==> src/rtl/limb_addsub3.sv <==
module limb_addsub3 #(
  parameter int W = 8,
  parameter int L = 4
) (
  input  logic           clk,
  input  logic           rst_n,
  input  logic           vin,
  input  logic           sub,
  input  logic [W*L-1:0] psum,
  input  logic [L-1:0]   ccar,
  input  logic [W*L-1:0] gop,
  output logic           vout,
  output logic [W*L-1:0] res,
  output logic [1:0]     hi
);
  localparam int N  = W * L;
  localparam int BW = 2 * W + 2;

  logic [1:0] cy [L];
  logic [L:0] vd;
  logic       tcc [0:L];

  assign vd[0]  = vin;
  assign tcc[0] = ccar[L-1];

  always_ff @(posedge clk or negedge rst_n)
    if (!rst_n) vd[L:1] <= '0;
    else        vd[L:1] <= vd[L-1:0];

  for (genvar k = 1; k <= L; k++) begin : g_tcc
    always_ff @(posedge clk) tcc[k] <= tcc[k-1];
  end

  assign vout = vd[L];
  assign hi   = cy[L-1] + {1'b0, tcc[L]};

  for (genvar i = 0; i < L; i++) begin : g_limb
    logic [BW-1:0]  dl [0:i];
    logic [W-1:0]   ol [0:L-1-i];
    logic           ccin, xsub, xcc;
    logic [W-1:0]   xs, xg;
    logic [1:0]     cin;
    logic [W+1:0]   tot;

    if (i == 0) begin : g_c0
      assign ccin = 1'b0;
      assign cin  = {1'b0, xsub};
    end else begin : g_cn
      assign ccin = ccar[i-1];
      assign cin  = cy[i-1];
    end

    assign dl[0] = {psum[i*W +: W], gop[i*W +: W], sub, ccin};
    for (genvar k = 1; k <= i; k++) begin : g_skew
      always_ff @(posedge clk) dl[k] <= dl[k-1];
    end

    assign {xs, xg, xsub, xcc} = dl[i];
    assign tot = {2'b00, xs} + {2'b00, (xsub ? ~xg : xg)}
               + {{(W+1){1'b0}}, xcc} + {{W{1'b0}}, cin};

    always_ff @(posedge clk) begin
      ol[0] <= tot[W-1:0];
      cy[i] <= tot[W+1:W];
    end

    for (genvar k = 1; k <= L-1-i; k++) begin : g_deskew
      always_ff @(posedge clk) ol[k] <= ol[k-1];
    end

    assign res[i*W +: W] = ol[L-1-i];
  end
endmodule


==> config.mk <==
export PLATFORM = sky130hd
export DESIGN_NAME = limb_addsub3
export DESIGN_NICKNAME = d
export VERILOG_FILES = /design/src/rtl/limb_addsub3.sv
export SDC_FILE = /design/constraint.sdc
export NUM_CORES = 1
export LEC_CHECK = 0
export BUFFER_PORTS_ARGS = -buffer_cell sky130_fd_sc_hd__buf_2
export CELL_PAD_IN_SITES_DETAIL_PLACEMENT = 0
export CELL_PAD_IN_SITES_GLOBAL_PLACEMENT = 1
export CORE_MARGIN = 2
export CORE_UTILIZATION = 40
export CTS_CLUSTER_SIZE = 30
export DETAILED_ROUTE_END_ITERATION = 7
export GPL_TIMING_DRIVEN = 0
export PLACE_DENSITY = 0.73
export SLEW_MARGIN = 10
export SYNTH_ARGS = -nofsm -noshare
export SYNTH_HDL_FRONTEND = slang
export SYNTH_SLANG_ARGS = --single-unit
==> constraint.sdc <==
create_clock -name clk -period 3.2 [get_ports clk]
set_input_delay 0.32 -clock clk [delete_from_list [all_inputs] [get_ports clk]]
set_output_delay 0.32 -clock clk [all_outputs]
set_load 0.005 [all_outputs]
[Yosys cells after proc, flatten, opt, wreduce, memory -nomap -nowiden]
Memory sizes are Yosys's and may differ from the RTL's.
Cells that the tools add are included.
Word-level totals
  bits in writable memories: 88
  input port bits: 72
  flip-flop bits (word level): 116
  output and inout bits: 35
  memories kept: 5
Operators by class
  bitwise logic cells: 4
  multiplexer cells: 4
  add/subtract/negate cells: 12
Memories
  g_limb[0].ol: words 4, width 8, rd ports 4, clocked after Yosys merged registers in 0, wr ports 4, RTL line 39  | logic [W-1:0] ol [0:L-1-i];
  g_limb[1].ol: words 3, width 8, rd ports 3, clocked after Yosys merged registers in 0, wr ports 3, RTL line 39
  g_limb[2].ol: words 2, width 8, rd ports 2, clocked after Yosys merged registers in 0, wr ports 2, RTL line 39
  cy: words 4, width 2, rd ports 4, clocked after Yosys merged registers in 0, wr ports 4, RTL line 19  | logic [1:0] cy [L];
  g_limb[3].ol: words 1, width 8, rd ports 1, clocked after Yosys merged registers in 0, wr ports 1, RTL line 39
Operators with widths (number)
  adder 8 x 8 -> 9 bit: 4
  2-to-1 mux 8 bit: 4
  NOT 8 bit: 4
  adder 10 x 2 -> 10 bit: 3
  adder 9 x 1 -> 10 bit: 3
  adder 10 x 1 -> 10 bit: 1
  adder 2 x 1 -> 2 bit: 1

[Depth between registers and ports, before layout]
  word-level depth: 5
  mapped depth: 11
  depth with buffers taken out: 10

[Worst setup path after synthesis]
OpenSTA, ideal clock, no wires.
  path kind: register -> register
  start: register g_limb[3].dl[19] (netlist name)
  end: memory cy[2][1]
  cell stages (with the launch flop): 12
  data arrival time: 2.594 ns
  library setup time: 0.132 ns
  slack: 0.474 ns
  required time: 3.068 ns
  period minus slack after synthesis: 2.726 ns
  buffers on the path: 1
  cell sequence: dfxtp_1 -> clkbuf_1 -> xnor2_1 -> fa_1 -> inv_1 -> ha_1 -> a21o_1 -> a21oi_1 -> nor2b_1 -> o21a_1 -> o41ai_2 -> o21ai_0
RTL lines (RTL line)
  end: declaration: 19

==> flow_metrics.py <==
metrics = {
    "timing": {
        "setup_tns_ns": 0,
        "worst_pin_slew_ns": 0.559,
        "max_freq_ghz": 0.348,
        "finalMaxSlewViolations": 0,
        "finalCritPeriodShare": 0.898,
        "relSlewSlack": 0.627,
        "worst_slack_ns": 0.326,
        "setup_viol": 0,
        "hold_viol": 0,
        "fin_skew_ns": 0.00562,
        "period_needed_ns": 2.87,
        "rsz0062_at_grt": "no",
    },
    "logic_synthesis": {
        "synth_most_common_cell": "dfxtp_1",
        "synth_edf_count": 0,
        "synth-seq-area-share": 0.649,
        "synth_cells": 459,
        "synth.area.top_cells": "dfxtp_1, ha_1, xor2_1",
        "synth_top_area_cell": "dfxtp_1",
        "synth-seq-cells": 200,
        "synth_top_area_share": 0.633,
        "yosys-top-cells-count": "dfxtp_1, ha_1, xor2_1, xnor2_1",
        "ys_warn_count": 0,
        "netlist_area_um2": 6200,
        "syn_area_per_cell_um2": 13.5,
        "ys.flop_type": "dfxtp_1",
        "syn_nets": 588,
        "synth-async-reset-ratio": 0.0200,
        "yosysUniqueCellTypes": 41,
    },
    "routing": {
        "routed_via_density": 4.18,
        "drtAntennaViolNets": 0,
        "wire_per_inst_um": 10.7,
        "wl_mm": 9.02,
        "drtPass1Iterations": 4,
        "via_count": 3512,
        "drc": 0,
        "drt_iter0_markers": 144,
    },
    "setup_path": {
        "path_depth": 11,
        "arrival_ns": 3.22,
        "critical_path_class": "flip-flop to flip-flop",
        "reg2regPathDepth": 11,
        "start_kind": "flip-flop",
        "r2r-start": "g_limb[3].dl[19]$_DFF_P_",
        "timing.rr.end": "g_limb[2].ol[0][6]$_DFF_P_",
        "crit_path_end_kind": "flip-flop",
        "startpoint": "g_limb[3].dl[19]$_DFF_P_",
        "cp_slowest_cell": "fa_1",
        "crit_chain": "clkbuf_2 -> xnor2_1 -> fa_1 -> inv_1 -> fa_1 -> a21o_1 -> a21oi_1 -> nor2b_1 -> o21ai_0 -> nor2b_1 -> xnor2_1",
        "regToRegSetupSlack_ns": 0.33,
        "path_buf_inv": 2,
        "endpoint": "g_limb[2].ol[0][6]$_DFF_P_",
        "worstPathMaxFanout": 8,
        "required_ns": 3.55,
        "critPathMaxStageDelay_ns": 0.49,
        "cp_top_family": "adder cells",
    },
    "die": {
        "start_util": 0.409,
        "dieWidth_um": 128,
        "core_um2": 15100,
        "pin_count": 107,
        "die_area_um2": 16500,
        "std_cell_rows": 45,
        "fp.dieH_um": 128,
    },
    "place": {
        "placed_cell_area_um2": 6960,
        "io_buffers": 106,
        "gp_congestion": 0.766,
        "hpwl_mm": 6.19,
        "dp_slack_ns": 0.0226,
    },
    "global_routing": {
        "overflow": 0,
        "grt_start_max_net_pins": 18,
        "grt_use_total": 0.118,
        "grt_pass1_wl_mm": 15.1,
        "antenna_found_initial": 0,
        "grt_pass1_vias": 3434,
    },
    "clock_tree": {
        "cts_tree": "yes",
        "cts.sinks": 200,
        "h-tree-depth": 4,
        "clk_path_buf_depth": 2,
        "root_buffer": "clkbuf_16",
        "cts_buffers": 17,
        "clock_latency_ns": 0.42,
        "clk_pin_slew_ns": 0.07,
    },
    "outcome": {
        "status": "finished clean",
    },
    "finish": {
        "ff_latch_area_um2": 4020,
        "multi_input_area_um2": 1980,
        "insertedDiodeCount": 0,
        "num-nets-final": 768,
        "drive_gt1_frac": 0.258,
        "nFillCells": 1290,
        "final_area_um2": 8150,
        "area_growth_pct": 31.4,
    },
    "power_and_ir_drop": {
        "ir_drop_mv": 0.382,
        "power.total_mw": 6.32,
        "power_density_nw_per_um2": 777,
        "power_leakage_nw": 3.75,
    },
    "job": {
        "maxCapViolations": 0,
    },
    "hold_path": {
        "hold_class": "primary input to flip-flop",
    },
}
[report_power, final]
group	leakage [nW]	total [mW]	switching [mW]	internal, mW
clock	0.303	2.20	0.891	1.31
sequential	1.70	3.09	0.110	2.98
combinational	1.74	1.04	0.451	0.587
[state kept, by name, indices dropped and copies added, names as in the netlist]
register	count
cy	7
vout	1
vd	3
g_limb.ol	80
g_limb.dl	105
tcc	4
[final cells by class]
type                       instances  area share
timing repair buffer             161       0.133
sequential                       200       0.494
clock inverter                    11      0.0197
clock buffer                      21      0.0578
tap                              188      0.0289
multi-input combinational        224       0.243
inverter                          15     0.00691
buffer                            20      0.0169
[cell usage in the layout, fill, tap and decap left out, types with 3 or more instances in the layout]
cell / instances
a21o_1: 8
a21oi_1: 14
buf_2: 107
buf_4: 16
bufinv_16: 3
clkbuf_1: 3
clkbuf_16: 17
clkbuf_8: 3
dfrtp_1: 4
dfxtp_1: 196
dlygate4sd3_1: 55
fa_1: 9
ha_1: 48
inv_1: 15
inv_6: 3
nand2_1: 10
nor2_1: 16
nor2b_1: 8
nor3_1: 8
o21a_1: 4
o21ai_0: 13
xnor2_1: 19
xor2_1: 41
[worst reg2reg max path, cell delays in order (launching register included)]
cell	delay, ns
dfxtp_1	0.35
clkbuf_2	0.29
xnor2_1	0.14
fa_1	0.49
inv_1	0.07
fa_1	0.45
a21o_1	0.18
a21oi_1	0.21
nor2b_1	0.07
o21ai_0	0.22
nor2b_1	0.20
xnor2_1	0.13
[kinds of logic (layout without fill, tap and decap cells)]
| kind of cell | Yosys count | count (layout) | share of synthesized area |
|---|---|---|---|
| and+or+nand+nor | 56 | 56 | 0.0529 |
| AOI/OAI and AO/OA | 50 | 50 | 0.0541 |
| xor gates and xnor gates | 60 | 60 | 0.0848 |
| buffers and inverters | 35 | 228 | 0.0311 |
| adders and majority gates | 57 | 57 | 0.126 |
| muxes | 1 | 1 | 0.00182 |
| DFF | 200 | 200 | 0.649 |
[metrics by stage]
stage / hold WS [ns] / std cells / utilization
finish: 0.0920 / 840 / 0.538
global route: 0.0895 / 840 / 0.538
CTS: 0.0701 / 840 / 0.538
detailed placement: 0.131 / 753 / 0.460
global placement: 0.124 / 753 / 0.460
floorplan: 0.0244 / 459 / -
[worst min path at each step]
stage | endpoint | from | cells after the start
2_1_floorplan | vd[1]$_DFF_PN0_ | rst_n | 0
3_3_place_gp | vd[3]$_DFF_PN0_ | rst_n | 1
3_5_place_dp | vout$_DFF_PN0_ | rst_n | 1
4_1_cts | g_limb[0].ol[0][0]$_DFF_P_ | psum[0] | 2
5_1_grt | g_limb[0].ol[0][0]$_DFF_P_ | psum[0] | 2
6_report | g_limb[0].ol[0][0]$_DFF_P_ | psum[0] | 2
[repair_timing]
action / 4_1_cts / 5_1_grt
endpoints found under the hold margin: 58 / 0
gates resized for setup: 1 / 0
setup endpoints to repair: 1 / 0
hold buffers: 55 / 0
setup buffers: 0 / 0
[per-layer routing]
| metal | global-route usage | up-vias | routed length [um] |
|---|---|---|---|
| met5 | 0 | - | 0 |
| met4 | 0.0621 | 0 | 229 |
| met3 | 0.0474 | 21 | 501 |
| met2 | 0.203 | 81 | 4530 |
| met1 | 0.126 | 1557 | 3760 |
| li1 | - | 1853 | - |
No activity file was read; power rests on OpenSTA's default activity.
